[src/rtl/rgf_pkg.sv]
package rgf_pkg;

  // Window closes on the edge where the counter would reach the limit.
  function automatic logic window_done(input logic [31:0] cnt, input logic [31:0] len);
    return (cnt + 32'd1) >= len;
  endfunction

  // A window of 0 or 1 cycles means every request stands alone.
  function automatic logic single_shot(input logic [31:0] len);
    return len <= 32'd1;
  endfunction

  // Bypass is a strict less-than on the total occupancy.
  function automatic logic under_load(input logic [31:0] total, input logic [31:0] thr);
    return total < thr;
  endfunction

endpackage

[src/rtl/rgf_load_gauge.sv]
module rgf_load_gauge #(
  parameter int NSRC  = 5,
  parameter int CW    = 5,
  parameter int TOT_W = 7
) (
  input  logic [NSRC*CW-1:0] occ,
  input  logic [TOT_W-1:0]   thr,
  output logic [TOT_W-1:0]   total,
  output logic               bypass
);
  import rgf_pkg::*;

  always_comb begin
    total = '0;
    for (int i = 0; i < NSRC; i++) begin
      total = total + TOT_W'(occ[i*CW +: CW]);
    end
  end

  assign bypass = under_load(32'(total), 32'(thr));

endmodule

[src/rtl/rgf_src_queue.sv]
module rgf_src_queue #(
  parameter int DEPTH  = 16,
  parameter int BANK_W = 3,
  parameter int ROW_W  = 14,
  parameter int TAG_W  = 6,
  parameter int WIN_W  = 8,
  localparam int AW    = $clog2(DEPTH),
  localparam int CW    = $clog2(DEPTH + 1)
) (
  input  logic              clk,
  input  logic              rst_n,
  input  logic              bypass,
  input  logic [WIN_W-1:0]  window_len,
  input  logic              in_valid,
  output logic              in_ready,
  input  logic [BANK_W-1:0] in_bank,
  input  logic [ROW_W-1:0]  in_row,
  input  logic [TAG_W-1:0]  in_tag,
  output logic              out_valid,
  input  logic              out_ready,
  output logic              out_last,
  output logic [BANK_W-1:0] out_bank,
  output logic [ROW_W-1:0]  out_row,
  output logic [TAG_W-1:0]  out_tag,
  output logic [CW-1:0]     occupancy
);
  import rgf_pkg::*;

  logic [BANK_W-1:0] mem_bank [DEPTH];
  logic [ROW_W-1:0]  mem_row  [DEPTH];
  logic [TAG_W-1:0]  mem_tag  [DEPTH];
  logic [DEPTH-1:0]  mem_eob;

  logic [AW-1:0]     wr_ptr, rd_ptr;
  logic [CW-1:0]     count, closed_cnt;
  logic              open_q;
  logic [BANK_W-1:0] open_bank;
  logic [ROW_W-1:0]  open_row;
  logic [WIN_W-1:0]  win_cnt;

  // Named internal events
  logic push, pop, key_break, win_expire, close_old, new_eob, starts_new;
  logic [AW-1:0] tail_ptr;

  assign in_ready   = (count != CW'(DEPTH));
  assign push       = in_valid & in_ready;
  assign out_valid  = (closed_cnt != '0);
  assign pop        = out_valid & out_ready;
  assign key_break  = push & ((in_bank != open_bank) | (in_row != open_row));
  assign win_expire = open_q & window_done(32'(win_cnt), 32'(window_len));
  assign close_old  = open_q & (key_break | win_expire | bypass);
  assign new_eob    = bypass | single_shot(32'(window_len));
  assign starts_new = push & (~open_q | close_old);
  assign tail_ptr   = wr_ptr - AW'(1);

  assign out_last  = mem_eob[rd_ptr];
  assign out_bank  = mem_bank[rd_ptr];
  assign out_row   = mem_row[rd_ptr];
  assign out_tag   = mem_tag[rd_ptr];
  assign occupancy = count;

  always_ff @(posedge clk) begin
    if (push) begin
      mem_bank[wr_ptr] <= in_bank;
      mem_row[wr_ptr]  <= in_row;
      mem_tag[wr_ptr]  <= in_tag;
    end
  end

  always_ff @(posedge clk) begin
    if (!rst_n) begin
      wr_ptr     <= '0;
      rd_ptr     <= '0;
      count      <= '0;
      closed_cnt <= '0;
      open_q     <= 1'b0;
      open_bank  <= '0;
      open_row   <= '0;
      win_cnt    <= '0;
      mem_eob    <= '0;
    end else begin
      if (push) begin
        mem_eob[wr_ptr] <= new_eob;
        wr_ptr          <= wr_ptr + AW'(1);
        open_bank       <= in_bank;
        open_row        <= in_row;
      end
      if (close_old) mem_eob[tail_ptr] <= 1'b1;
      if (pop) rd_ptr <= rd_ptr + AW'(1);
      count <= count + CW'(push) - CW'(pop);
      closed_cnt <= closed_cnt + CW'(close_old) + CW'(push & new_eob)
                    - CW'(pop & mem_eob[rd_ptr]);
      if (push)           open_q <= ~new_eob;
      else if (close_old) open_q <= 1'b0;
      if (starts_new)  win_cnt <= '0;
      else if (open_q) win_cnt <= win_cnt + WIN_W'(1);
    end
  end

  AST_NO_OVERFLOW: assert property (@(posedge clk) disable iff (!rst_n)
    count <= CW'(DEPTH));
  AST_FULL_HOLDS: assert property (@(posedge clk) disable iff (!rst_n)
    (!in_ready && !pop) |=> !in_ready);
  AST_VALID_HAS_DATA: assert property (@(posedge clk) disable iff (!rst_n)
    out_valid |-> (count != '0));
  AST_ROW_BREAK_CLOSES: assert property (@(posedge clk) disable iff (!rst_n)
    (open_q && key_break) |=> out_valid);
  AST_WINDOW_CLOSES: assert property (@(posedge clk) disable iff (!rst_n)
    win_expire |=> out_valid);
  AST_BYPASS_FORWARDS: assert property (@(posedge clk) disable iff (!rst_n)
    (bypass && push) |=> out_valid);

endmodule

[src/rtl/rowgroup_former.sv]
module rowgroup_former #(
  parameter int NSRC   = 5,
  parameter int DEPTH  = 16,
  parameter int BANK_W = 3,
  parameter int ROW_W  = 14,
  parameter int TAG_W  = 6,
  parameter int WIN_W  = 8,
  localparam int CW    = $clog2(DEPTH + 1),
  localparam int TOT_W = $clog2(NSRC * DEPTH + 1) + 1
) (
  input  logic                   clk,
  input  logic                   rst_n,
  input  logic [WIN_W-1:0]       window_len,
  input  logic [TOT_W-1:0]       bypass_below,
  input  logic [NSRC-1:0]        in_valid,
  output logic [NSRC-1:0]        in_ready,
  input  logic [NSRC*BANK_W-1:0] in_bank,
  input  logic [NSRC*ROW_W-1:0]  in_row,
  input  logic [NSRC*TAG_W-1:0]  in_tag,
  output logic [NSRC-1:0]        out_valid,
  input  logic [NSRC-1:0]        out_ready,
  output logic [NSRC-1:0]        out_last,
  output logic [NSRC*BANK_W-1:0] out_bank,
  output logic [NSRC*ROW_W-1:0]  out_row,
  output logic [NSRC*TAG_W-1:0]  out_tag
);

  logic [NSRC*CW-1:0] occ;
  logic [TOT_W-1:0]   total;
  logic               bypass;

  rgf_load_gauge #(.NSRC(NSRC), .CW(CW), .TOT_W(TOT_W)) u_gauge (
    .occ(occ), .thr(bypass_below), .total(total), .bypass(bypass)
  );

  for (genvar s = 0; s < NSRC; s++) begin : g_src
    rgf_src_queue #(
      .DEPTH(DEPTH), .BANK_W(BANK_W), .ROW_W(ROW_W), .TAG_W(TAG_W), .WIN_W(WIN_W)
    ) u_q (
      .clk        (clk),
      .rst_n      (rst_n),
      .bypass     (bypass),
      .window_len (window_len),
      .in_valid   (in_valid[s]),
      .in_ready   (in_ready[s]),
      .in_bank    (in_bank[s*BANK_W +: BANK_W]),
      .in_row     (in_row[s*ROW_W +: ROW_W]),
      .in_tag     (in_tag[s*TAG_W +: TAG_W]),
      .out_valid  (out_valid[s]),
      .out_ready  (out_ready[s]),
      .out_last   (out_last[s]),
      .out_bank   (out_bank[s*BANK_W +: BANK_W]),
      .out_row    (out_row[s*ROW_W +: ROW_W]),
      .out_tag    (out_tag[s*TAG_W +: TAG_W]),
      .occupancy  (occ[s*CW +: CW])
    );
  end

  AST_BYPASS_BOUNDARY: assert property (@(posedge clk) disable iff (!rst_n)
    (total >= bypass_below) |-> !bypass);

endmodule

[config.mk]
export PLATFORM = sky130hd
export DESIGN_NAME = rowgroup_former
export DESIGN_NICKNAME = d
export VERILOG_FILES = /design/src/rtl/rgf_pkg.sv /design/src/rtl/rgf_load_gauge.sv /design/src/rtl/rgf_src_queue.sv /design/src/rtl/rowgroup_former.sv
export SDC_FILE = /design/constraint.sdc
export NUM_CORES = 2
export LEC_CHECK = 0
export BUFFER_PORTS_ARGS = -buffer_cell sky130_fd_sc_hd__buf_2
export CAP_MARGIN = 25
export CORE_ASPECT_RATIO = 0.75
export CORE_MARGIN = 1
export CORE_UTILIZATION = 25
export DETAILED_ROUTE_END_ITERATION = 6
export GPL_TIMING_DRIVEN = 0
export PLACE_DENSITY = 0.39
export SETUP_SLACK_MARGIN = 0.2
export SLEW_MARGIN = 20
export SYNTH_ARGS = -nofsm -noshare
export SYNTH_HDL_FRONTEND = slang
export SYNTH_HIERARCHICAL = 1
export SYNTH_SLANG_ARGS = --single-unit
[constraint.sdc]
create_clock -name clk -period 10.7 [get_ports clk]
set_input_delay 2.14 -clock clk [delete_from_list [all_inputs] [get_ports clk]]
set_output_delay 2.14 -clock clk [all_outputs]
set_load 0.02 [all_outputs]
# Yosys cells after proc, flatten, opt, wreduce, memory -nomap -nowiden
# Memory sizes are Yosys's and may differ from the RTL's. A register that Yosys moved wholly into a read port is not among the register bits.
# Index checks and enable logic that the tools add are counted.
[word_totals]
reg_bits = 300
latch_bits = 0
mem_bits_rw = 1840
rom_bits = 0
inputBits = 143
out_inout_bits = 130
word_cells = 359
memories = 15
[classes]
addsub = 54
n_mul = 0
div_mod_pow = 0
n_lt_le_gt_ge = 32
n_eq_ne = 15
shifts = 0
mux = 100
bitwise_logic = 73
reduce_logical = 25
[mem_list]
columns = ["name", "depth", "word_bits", "read_ports", "rd_ports_with_merged_regs", "write_ports", "line_no", "text"]
rows = [
  ["g_src[0].u_q.mem_row", 16, 14, 1, 1, 1, "rgf_src_queue.sv:30", "logic [ROW_W-1:0] mem_row [DEPTH];"],
  ["g_src[1].u_q.mem_row", 16, 14, 1, 1, 1, "rgf_src_queue.sv:30", ""],
  ["g_src[2].u_q.mem_row", 16, 14, 1, 1, 1, "rgf_src_queue.sv:30", ""],
  ["g_src[3].u_q.mem_row", 16, 14, 1, 1, 1, "rgf_src_queue.sv:30", ""],
  ["g_src[4].u_q.mem_row", 16, 14, 1, 1, 1, "rgf_src_queue.sv:30", ""],
  ["g_src[0].u_q.mem_tag", 16, 6, 1, 1, 1, "rgf_src_queue.sv:31", "logic [TAG_W-1:0] mem_tag [DEPTH];"],
  ["9 more memories", "-", "-", "-", "-", "-", "-", ""],
]
[op_table]
columns = ["operator", "count"]
rows = [
  ["two-way mux 16 bit", 15],
  ["greater-or-equal comparator 32 x 8 -> 1 bit", 5],
  ["two-way mux 4 bit", 30],
  ["bitwise mux 16 bit", 5],
  ["OR 16 bit", 5],
  ["less-than comparator 4 x 5 -> 1 bit, second input constant", 15],
  ["!= test 14 bit", 5],
  ["adder 5 x 1 -> 5 bit", 10],
  ["adder 8 x 1 -> 9 bit, second input constant", 5],
  ["adder 4 x 1 -> 4 bit, second input constant", 10],
  ["adder 8 x 1 -> 8 bit, second input constant", 5],
  ["bitwise AND 1 bit", 40],
  ["demux 1 bit (select 4 bit)", 10],
  ["greater-or-equal comparator 4 x 1 -> 1 bit, second input constant", 10],
  ["two-way mux 1 bit", 35],
  ["adder 5 bit", 5],
  ["!= test 5 bit, second input constant", 5],
  ["nonzero test 5 bit", 5],
  ["subtractor 5 x 1 -> 5 bit", 5],
  ["subtractor 5 bit", 5],
  ["adder 8 x 5 -> 8 bit", 3],
  ["OR 1 bit", 21],
  ["binary-select mux 1 bit (select 4 bit)", 5],
  ["subtractor 4 x 1 -> 4 bit, second input constant", 5],
  ["8 further kinds", 35],
]

# Depth between registers and ports, before layout
[logic_depth]
word_depth = 11
depth_mapped = 33
depth_no_buf = 32

# By module
# The synthesis kept the hierarchy.
[modules_own_cells]
columns = ["module", "instances", "cells_per_inst", "area_each_um2", "seq_area_each_um2"]
rows = [
  ["rgf_src_queue (g_src[0].u_q)", 1, 971, 17966.0, 12331.8],
  ["rgf_src_queue (g_src[4].u_q)", 1, 969, 17942.2, 12331.8],
  ["rgf_src_queue (g_src[1].u_q)", 1, 971, 17927.2, 12331.8],
  ["rgf_src_queue (g_src[3].u_q)", 1, 938, 17476.8, 12331.8],
  ["rgf_src_queue (g_src[2].u_q)", 1, 938, 17475.5, 12331.8],
  ["rgf_load_gauge", 1, 85, 744.5, 0.0],
]

# Least setup slack after synthesis
# Ideal clock, no wire load.
[synth_timing]
path_type = "register -> register"
start = "register g_src[1].u_q.count[1]"
end = "register g_src[1].u_q.closed_cnt[4]"
setup_ps = 116
t_arrival_ps = 7072
t_required_ps = 10584
setup_slack_ps = 3513
stages_incl_launch_ff = 32
n_path_buf = 2
period_less_slack_ps = 7187
path_cell_list = "dfxtp_1 fa_1 fa_1 fa_1 ha_1 inv_1 fa_1 nor2b_1 o21ai_0 a21boi_0 o21a_1 ha_1 and3_1 nand3_1 a21oi_1 a2111oi_1 nor2_1 o21ai_1 a211o_1 buf_2 buf_2 o21ai_0 ha_1 inv_1 fa_1 inv_1 fa_1 inv_1 a21oi_1 nor2_1 or3_1 and3_1"
[synth_via]
elab_chain_cells = 10
word_cells_on_any_way = 16
classes_between = "7 x add/sub; 1 x order compare; 1 x eq/ne; 7 x bitwise"
[synth_rtl]
columns = ["element", "line_no", "text"]
rows = [
  ["start, declared", "rgf_src_queue.sv:35", "logic [CW-1:0] count, closed_cnt;"],
  ["start signal, assigned", "rgf_src_queue.sv:90", "count <= count + CW'(push) - CW'(pop);"],
  ["adder 5 x 5 -> 6 bit *", "rgf_load_gauge.sv:16", "total = total + TOT_W'(occ[i*CW +: CW]);"],
  ["adder 8 x 5 -> 8 bit * (3 in a row)", "rgf_load_gauge.sv:16", ""],
  ["net total[7]", "rowgroup_former.sv:29", "logic [TOT_W-1:0] total;"],
  ["less-than comparator 8 bit *", "rgf_pkg.sv:15", "return total < thr;"],
  ["net bypass", "rowgroup_former.sv:30", "logic bypass;"],
  ["OR 1 bit", "rgf_src_queue.sv:51", "assign close_old = open_q & (key_break | win_expire | bypass);"],
  ["bitwise AND 1 bit", "rgf_src_queue.sv:51", ""],
  ["adder 5 x 1 -> 5 bit", "rgf_src_queue.sv:91", "closed_cnt <= closed_cnt + CW'(close_old) + CW'(push & new_eob)"],
  ["adder 5 bit *", "rgf_src_queue.sv:91", ""],
  ["subtractor 5 bit *", "rgf_src_queue.sv:92", "- CW'(pop & mem_eob[rd_ptr]);"],
  ["end signal, assigned", "rgf_src_queue.sv:91", ""],
  ["end, declared", "rgf_src_queue.sv:35", ""],
]
# Mark *: on every way through the listed nets, which the timed path passes. The rest lies on a longest branch.
# A chain may end at the register's enable or synchronous reset.

# Worst setup path after layout
[layout_timing]
start = "register g_src[2].u_q.count[1]"
end = "register g_src[1].u_q.closed_cnt[4]"
[layout_via]
elab_chain_cells = 9
word_cells_on_any_way = 11
classes_between = "6 x add/sub; 1 x order compare; 4 x bitwise"
[layout_rtl]
columns = ["element", "line_no"]
rows = [
  ["start, declared", "rgf_src_queue.sv:35"],
  ["start signal, assigned", "rgf_src_queue.sv:90"],
  ["adder 8 x 5 -> 8 bit * (3 in a row)", "rgf_load_gauge.sv:16"],
  ["net total[5]", "rowgroup_former.sv:29"],
  ["less-than comparator 8 bit *", "rgf_pkg.sv:15"],
  ["net bypass", "rowgroup_former.sv:30"],
  ["OR 1 bit", "rgf_src_queue.sv:51"],
  ["bitwise AND 1 bit", "rgf_src_queue.sv:51"],
  ["adder 5 x 1 -> 5 bit", "rgf_src_queue.sv:91"],
  ["adder 5 bit *", "rgf_src_queue.sv:91"],
  ["subtractor 5 bit *", "rgf_src_queue.sv:92"],
]
# Marks and branches as above.

==> impl_results.html <==
<table>
<tr><th>Metric</th><th>Value</th></tr>
<tr><th colspan="2">Outcome</th></tr>
<tr><td>Outcome</td><td>complete, no violations</td></tr>
<tr><th colspan="2">Timing</th></tr>
<tr><td>Count of endpoints failing setup in the final report</td><td>0</td></tr>
<tr><td>Max Transition Viols Final</td><td>0</td></tr>
<tr><td>Worst slew slack as a fraction of its limit</td><td>0.269</td></tr>
<tr><td>Final clock period utilization by the worst path</td><td>0.759</td></tr>
<tr><td>Maximum achievable frequency</td><td>about 120 MHz</td></tr>
<tr><td>Worst hold slack after final layout</td><td>around 0.47 ns</td></tr>
<tr><td>Unrepaired setup endpoints after global routing</td><td>false</td></tr>
<tr><td>Worst clock skew on the final layout</td><td>approximately 0.073 ns</td></tr>
<tr><td>Transition time of the tightest slew-check pin</td><td>between 1 and 1.5 ns</td></tr>
<tr><td>Post-route setup TNS</td><td>0 ns</td></tr>
<tr><td>Clock period minus worst slack</td><td>8.12 ns</td></tr>
<tr><td>Final worst-path setup slack</td><td>~2.6 ns</td></tr>
<tr><td>Final hold violations</td><td>0</td></tr>
<tr><th colspan="2">Final layout</th></tr>
<tr><td>Layout Nets</td><td>approximately 5.8k</td></tr>
<tr><td>Commonest non-fill, non-tap cell in the layout</td><td>sky130_fd_sc_hd__edfxtp_1</td></tr>
<tr><td>Area delta synth-&gt;final</td><td>19.7%</td></tr>
<tr><td>Ratio of cells with drive above 1 in the final layout</td><td>0.257</td></tr>
<tr><td>Share of the core filled with cells in the final layout</td><td>0.302</td></tr>
<tr><td>Most frequent cells in the layout</td><td>sky130_fd_sc_hd__edfxtp_1, sky130_fd_sc_hd__mux4_2, sky130_fd_sc_hd__buf_2</td></tr>
<tr><th colspan="2">Placement</th></tr>
<tr><td>Post-Place Worst Slack</td><td>between 2 and 3 ns</td></tr>
<tr><td>RePlAce Congestion</td><td>between 0.7 and 0.8</td></tr>
<tr><td>Port Buf Inserts</td><td>between 200 and 300</td></tr>
<tr><td>Half-perimeter wire length of the detailed placement result</td><td>~180000 µm</td></tr>
<tr><th colspan="2">Worst setup path</th></tr>
<tr><td>Register-to-register setup slack</td><td>around 2.6 ns</td></tr>
<tr><td>Delay of the slowest cell on the worst path</td><td>approximately 0.53 ns</td></tr>
<tr><td>Worst Reg2Reg Path Length in Cells</td><td>34</td></tr>
<tr><td>Data required time at the worst endpoint</td><td>approximately 11 ns</td></tr>
<tr><td>Worst flop-to-flop path endpoint</td><td>g_src[1].u_q/closed_cnt[4]$_SDFF_PN0_</td></tr>
<tr><td>Worst setup SP type</td><td>register</td></tr>
<tr><td>Slowest stage cell, crit path</td><td>sky130_fd_sc_hd__fa_1</td></tr>
<tr><td>Top fanout value on the critical path</td><td>10</td></tr>
<tr><td>Source of the worst register-to-register timing path</td><td>g_src[2].u_q/occupancy[1]$_SDFF_PN0_</td></tr>
<tr><td>Worst setup path category</td><td>register to register</td></tr>
<tr><td>Top Family by Delay on Critical Path</td><td>adder cells</td></tr>
<tr><td>CP Capture Type</td><td>register</td></tr>
<tr><td>Arrival time at the worst endpoint</td><td>8.88 ns</td></tr>
<tr><td>Buffers plus inverters on the worst setup path</td><td>9</td></tr>
<tr><td>Cell repeated most along the worst path</td><td>sky130_fd_sc_hd__fa_1</td></tr>
<tr><td>Launching instance or port of the critical path</td><td>g_src[2].u_q/occupancy[1]$_SDFF_PN0_</td></tr>
<tr><th colspan="2">Global route</th></tr>
<tr><td>Global-route congestion overflow total</td><td>0</td></tr>
<tr><td>Via count of the first global-routing pass</td><td>slightly below 50k</td></tr>
<tr><td>Global-route total usage across every layer</td><td>0.144</td></tr>
<tr><td>Met3 GRT Util</td><td>0.0224</td></tr>
<tr><td>Maximum number of pins on one net before global-route repair</td><td>25</td></tr>
<tr><td>M2 GR Usage</td><td>0.219</td></tr>
<tr><td>Number of antenna violations at the first check in global routing</td><td>42</td></tr>
<tr><td>Busiest layer in global routing</td><td>met2</td></tr>
<tr><td>Wire length of the first global-routing pass</td><td>373000 µm</td></tr>
<tr><td>Met1 layer usage reported by global route</td><td>0.214</td></tr>
<tr><th colspan="2">Route</th></tr>
<tr><td>Ratio of routed vias to standard cells</td><td>4.56</td></tr>
<tr><td>Drt first-iter violations</td><td>~3.8k</td></tr>
<tr><td>Vias after detailed routing</td><td>47.9k</td></tr>
<tr><td>WL per Instance</td><td>between 20 and 30 µm</td></tr>
<tr><td>Pre-antenna DRT Iters</td><td>5</td></tr>
<tr><td>Count of nets left with antenna violations after detail routing</td><td>0</td></tr>
<tr><td>Remaining design rule violation count</td><td>0</td></tr>
<tr><td>DRT Wirelength</td><td>approximately 260000 µm</td></tr>
<tr><th colspan="2">Pwr</th></tr>
<tr><td>Worst VDD drop</td><td>approximately 140 µV</td></tr>
<tr><td>P per Cell Area</td><td>about 230 nW/µm²</td></tr>
<tr><td>Switching power of the nets</td><td>about 7.9 mW</td></tr>
<tr><td>Overall power after layout</td><td>25.1 mW</td></tr>
<tr><td>Switching part of the total</td><td>0.314</td></tr>
<tr><td>Leakage Power</td><td>approximately 35 nW</td></tr>
<tr><td>Part of the power in combinational logic</td><td>0.281</td></tr>
<tr><td>Flop pwr share</td><td>0.387</td></tr>
<tr><td>Clk network pwr share</td><td>0.332</td></tr>
<tr><td>Internal power</td><td>17.2 mW</td></tr>
<tr><th colspan="2">Min path</th></tr>
<tr><td>Hold Path Class</td><td>register to register</td></tr>
<tr><td>Hold endpoint</td><td>g_src[2].u_q/open_row[8]$_SDFFE_PN0P_</td></tr>
<tr><td>Cell depth of the worst min-delay path</td><td>2</td></tr>
<tr><td>HP Start</td><td>g_src[2].u_q/open_row[8]$_SDFFE_PN0P_</td></tr>
<tr><th colspan="2">Synthesis</th></tr>
<tr><td>Netlist area before placement</td><td>~90000 µm²</td></tr>
<tr><td>Flip-flop and latch count after synthesis</td><td>~2.2k</td></tr>
<tr><td>Yosys synthesis warning count</td><td>6</td></tr>
<tr><td>Async set-reset flop share out of synthesis</td><td>0</td></tr>
<tr><td>Most used DFF post-synth</td><td>sky130_fd_sc_hd__edfxtp_1</td></tr>
<tr><td>Post-synth net total</td><td>approximately 5.2k</td></tr>
<tr><td>Syn Area/Cell</td><td>about 18 µm²</td></tr>
<tr><td>Count of flip-flops with a built-in enable after synthesis</td><td>about 1.8k</td></tr>
<tr><td>Sequential fraction of the synthesis area</td><td>0.689</td></tr>
<tr><td>Mapped Cells</td><td>4872</td></tr>
<tr><td>Post-synthesis cell type count</td><td>63</td></tr>
<tr><th colspan="2">Run</th></tr>
<tr><td>MaxCap Viol Count</td><td>0</td></tr>
<tr><th colspan="2">Floorplanning</th></tr>
<tr><td>Die X-Extent</td><td>just under 700 µm</td></tr>
<tr><td>Initial core utilization</td><td>0.252</td></tr>
<tr><td>Core box area</td><td>about 350000 µm²</td></tr>
<tr><td>Placement Rows</td><td>189</td></tr>
<tr><td>Num ports</td><td>about 270</td></tr>
<tr><td>Area of the die</td><td>approximately 360000 µm²</td></tr>
<tr><td>Vertical die dimension</td><td>roughly 520 µm</td></tr>
<tr><th colspan="2">Clock network</th></tr>
<tr><td>Buffer depth of the longest clock path</td><td>4</td></tr>
<tr><td>Worst-Skew Late Latency</td><td>a little over 0.9 ns</td></tr>
<tr><td>CTS buffer count</td><td>between 200 and 250</td></tr>
<tr><td>CTS HTree Levels</td><td>4</td></tr>
<tr><td>Hold buffer count at cts</td><td>0</td></tr>
<tr><td>Clock slew seen by the registers of the worst setup and hold paths</td><td>0.07 ns</td></tr>
<tr><td>Post-CTS setup-driven buffer insertion count</td><td>0</td></tr>
<tr><td>Root Buffer</td><td>sky130_fd_sc_hd__clkbuf_16</td></tr>
<tr><td>Total clock sinks</td><td>2160</td></tr>
<tr><td>TritonCTS clock tree</td><td>done</td></tr>
<tr><td>Post-cts resize count</td><td>0</td></tr>
</table>
-- cells in the mapped netlist (75+ instances only) --
library cell / n / share of area
sky130_fd_sc_hd__ha_1: 155 / 0.022
sky130_fd_sc_hd__nor2_1: 113 / 0.0047
sky130_fd_sc_hd__and2_1: 75 / 0.0052
sky130_fd_sc_hd__xor2_1: 113 / 0.011
sky130_fd_sc_hd__a21oi_1: 101 / 0.0056
sky130_fd_sc_hd__mux4_2: 493 / 0.12
sky130_fd_sc_hd__mux4_1: 107 / 0.031
sky130_fd_sc_hd__dfxtp_1: 320 / 0.072
sky130_fd_sc_hd__clkbuf_1: 115 / 0.0048
sky130_fd_sc_hd__nand2_1: 309 / 0.013
sky130_fd_sc_hd__inv_1: 195 / 0.0082
sky130_fd_sc_hd__edfxtp_1: 1840 / 0.62
-- kinds of logic (layout without fill, tap and decap cells) --
logic type      count (synthesis)  after routing  share of synthesized area
compound gates                419            419                     0.0314
xor+xnor                      178            178                     0.0174
fa+ha+maj                     184            184                     0.0281
buf+inv                       450           1285                     0.0243
flops                        2160           2160                      0.689
mux                           690            690                      0.166
other cells                     0             12                          0
simple gates                  791            791                     0.0439
-- area by class of cell --
type                       instances  area, µm²
tap                             4775       5970
timing repair buffer             394       3560
buffer                           250       1430
fill                           34800     248000
clock buffer                     295       6410
inverter                         200        751
antenna                           12       30.0
sequential                      2160      61700
clock inverter                   146       1450
multi-input combinational       2262      25900
-- state kept, by name (all words and copies together) (netlist names), 15 cells and up, named ones only --
signal / count
g_src.u_q/open_row: 70
g_src.u_q/closed_cnt: 25
g_src.u_q/mem_row: 1120
g_src.u_q/open_bank: 15
g_src.u_q/mem_eob: 80
g_src.u_q/wr_ptr: 20
g_src.u_q/occupancy: 25
g_src.u_q/mem_tag: 480
g_src.u_q/mem_bank: 240
g_src.u_q/rd_ptr: 20
g_src.u_q/win_cnt: 40
-- power by group through the flow --
stage | clock (mW) | sequential (mW) | combinational [mW]
floorplan | 0 | 9.84 | 4.67
finish | 8.33 | 9.72 | 7.07
detailed placement | 0 | 9.91 | 7.21
global placement | 0 | 9.92 | 6.98
CTS | 8.62 | 9.73 | 7.24
global route | 8.92 | 9.76 | 7.70
-- metal layers --
metal	vias up	wire length [µm]	share of wire
met5	-	82	0.00031
met4	12	5950	0.023
met3	347	11600	0.044
met2	1120	117000	0.44
met1	25500	129000	0.49
li1	20800	-	-
-- worst min-delay path, stage by stage, from the launching register on --
cell and delay (ns):
sky130_fd_sc_hd__dfxtp_1 0.31, sky130_fd_sc_hd__nand2_1 0.05, sky130_fd_sc_hd__a21oi_1 0.05
-- worst max-delay path by stage --
stage	end	slack, ns	depth (start not counted)
2_1_floorplan	g_src[1].u_q/closed_cnt[4]$_SDFF_PN0_	3.51	31
3_3_place_gp	g_src[1].u_q/closed_cnt[4]$_SDFF_PN0_	-0.24	31
3_5_place_dp	g_src[1].u_q/closed_cnt[4]$_SDFF_PN0_	2.53	34
4_1_cts	g_src[1].u_q/closed_cnt[4]$_SDFF_PN0_	2.43	34
5_1_grt	g_src[1].u_q/closed_cnt[4]$_SDFF_PN0_	2.04	36
6_report	g_src[1].u_q/closed_cnt[4]$_SDFF_PN0_	2.58	34
-- stage by stage --
stage / cell area [µm²] / instances
floorplan: 89500 / 4872
global placement: 96900 / 9918
detailed placement: 99300 / 10000
CTS: 107000 / 10500
global route: 107000 / 10500
finish: 107000 / 10500
No activity file was read; power rests on OpenSTA's default activity.
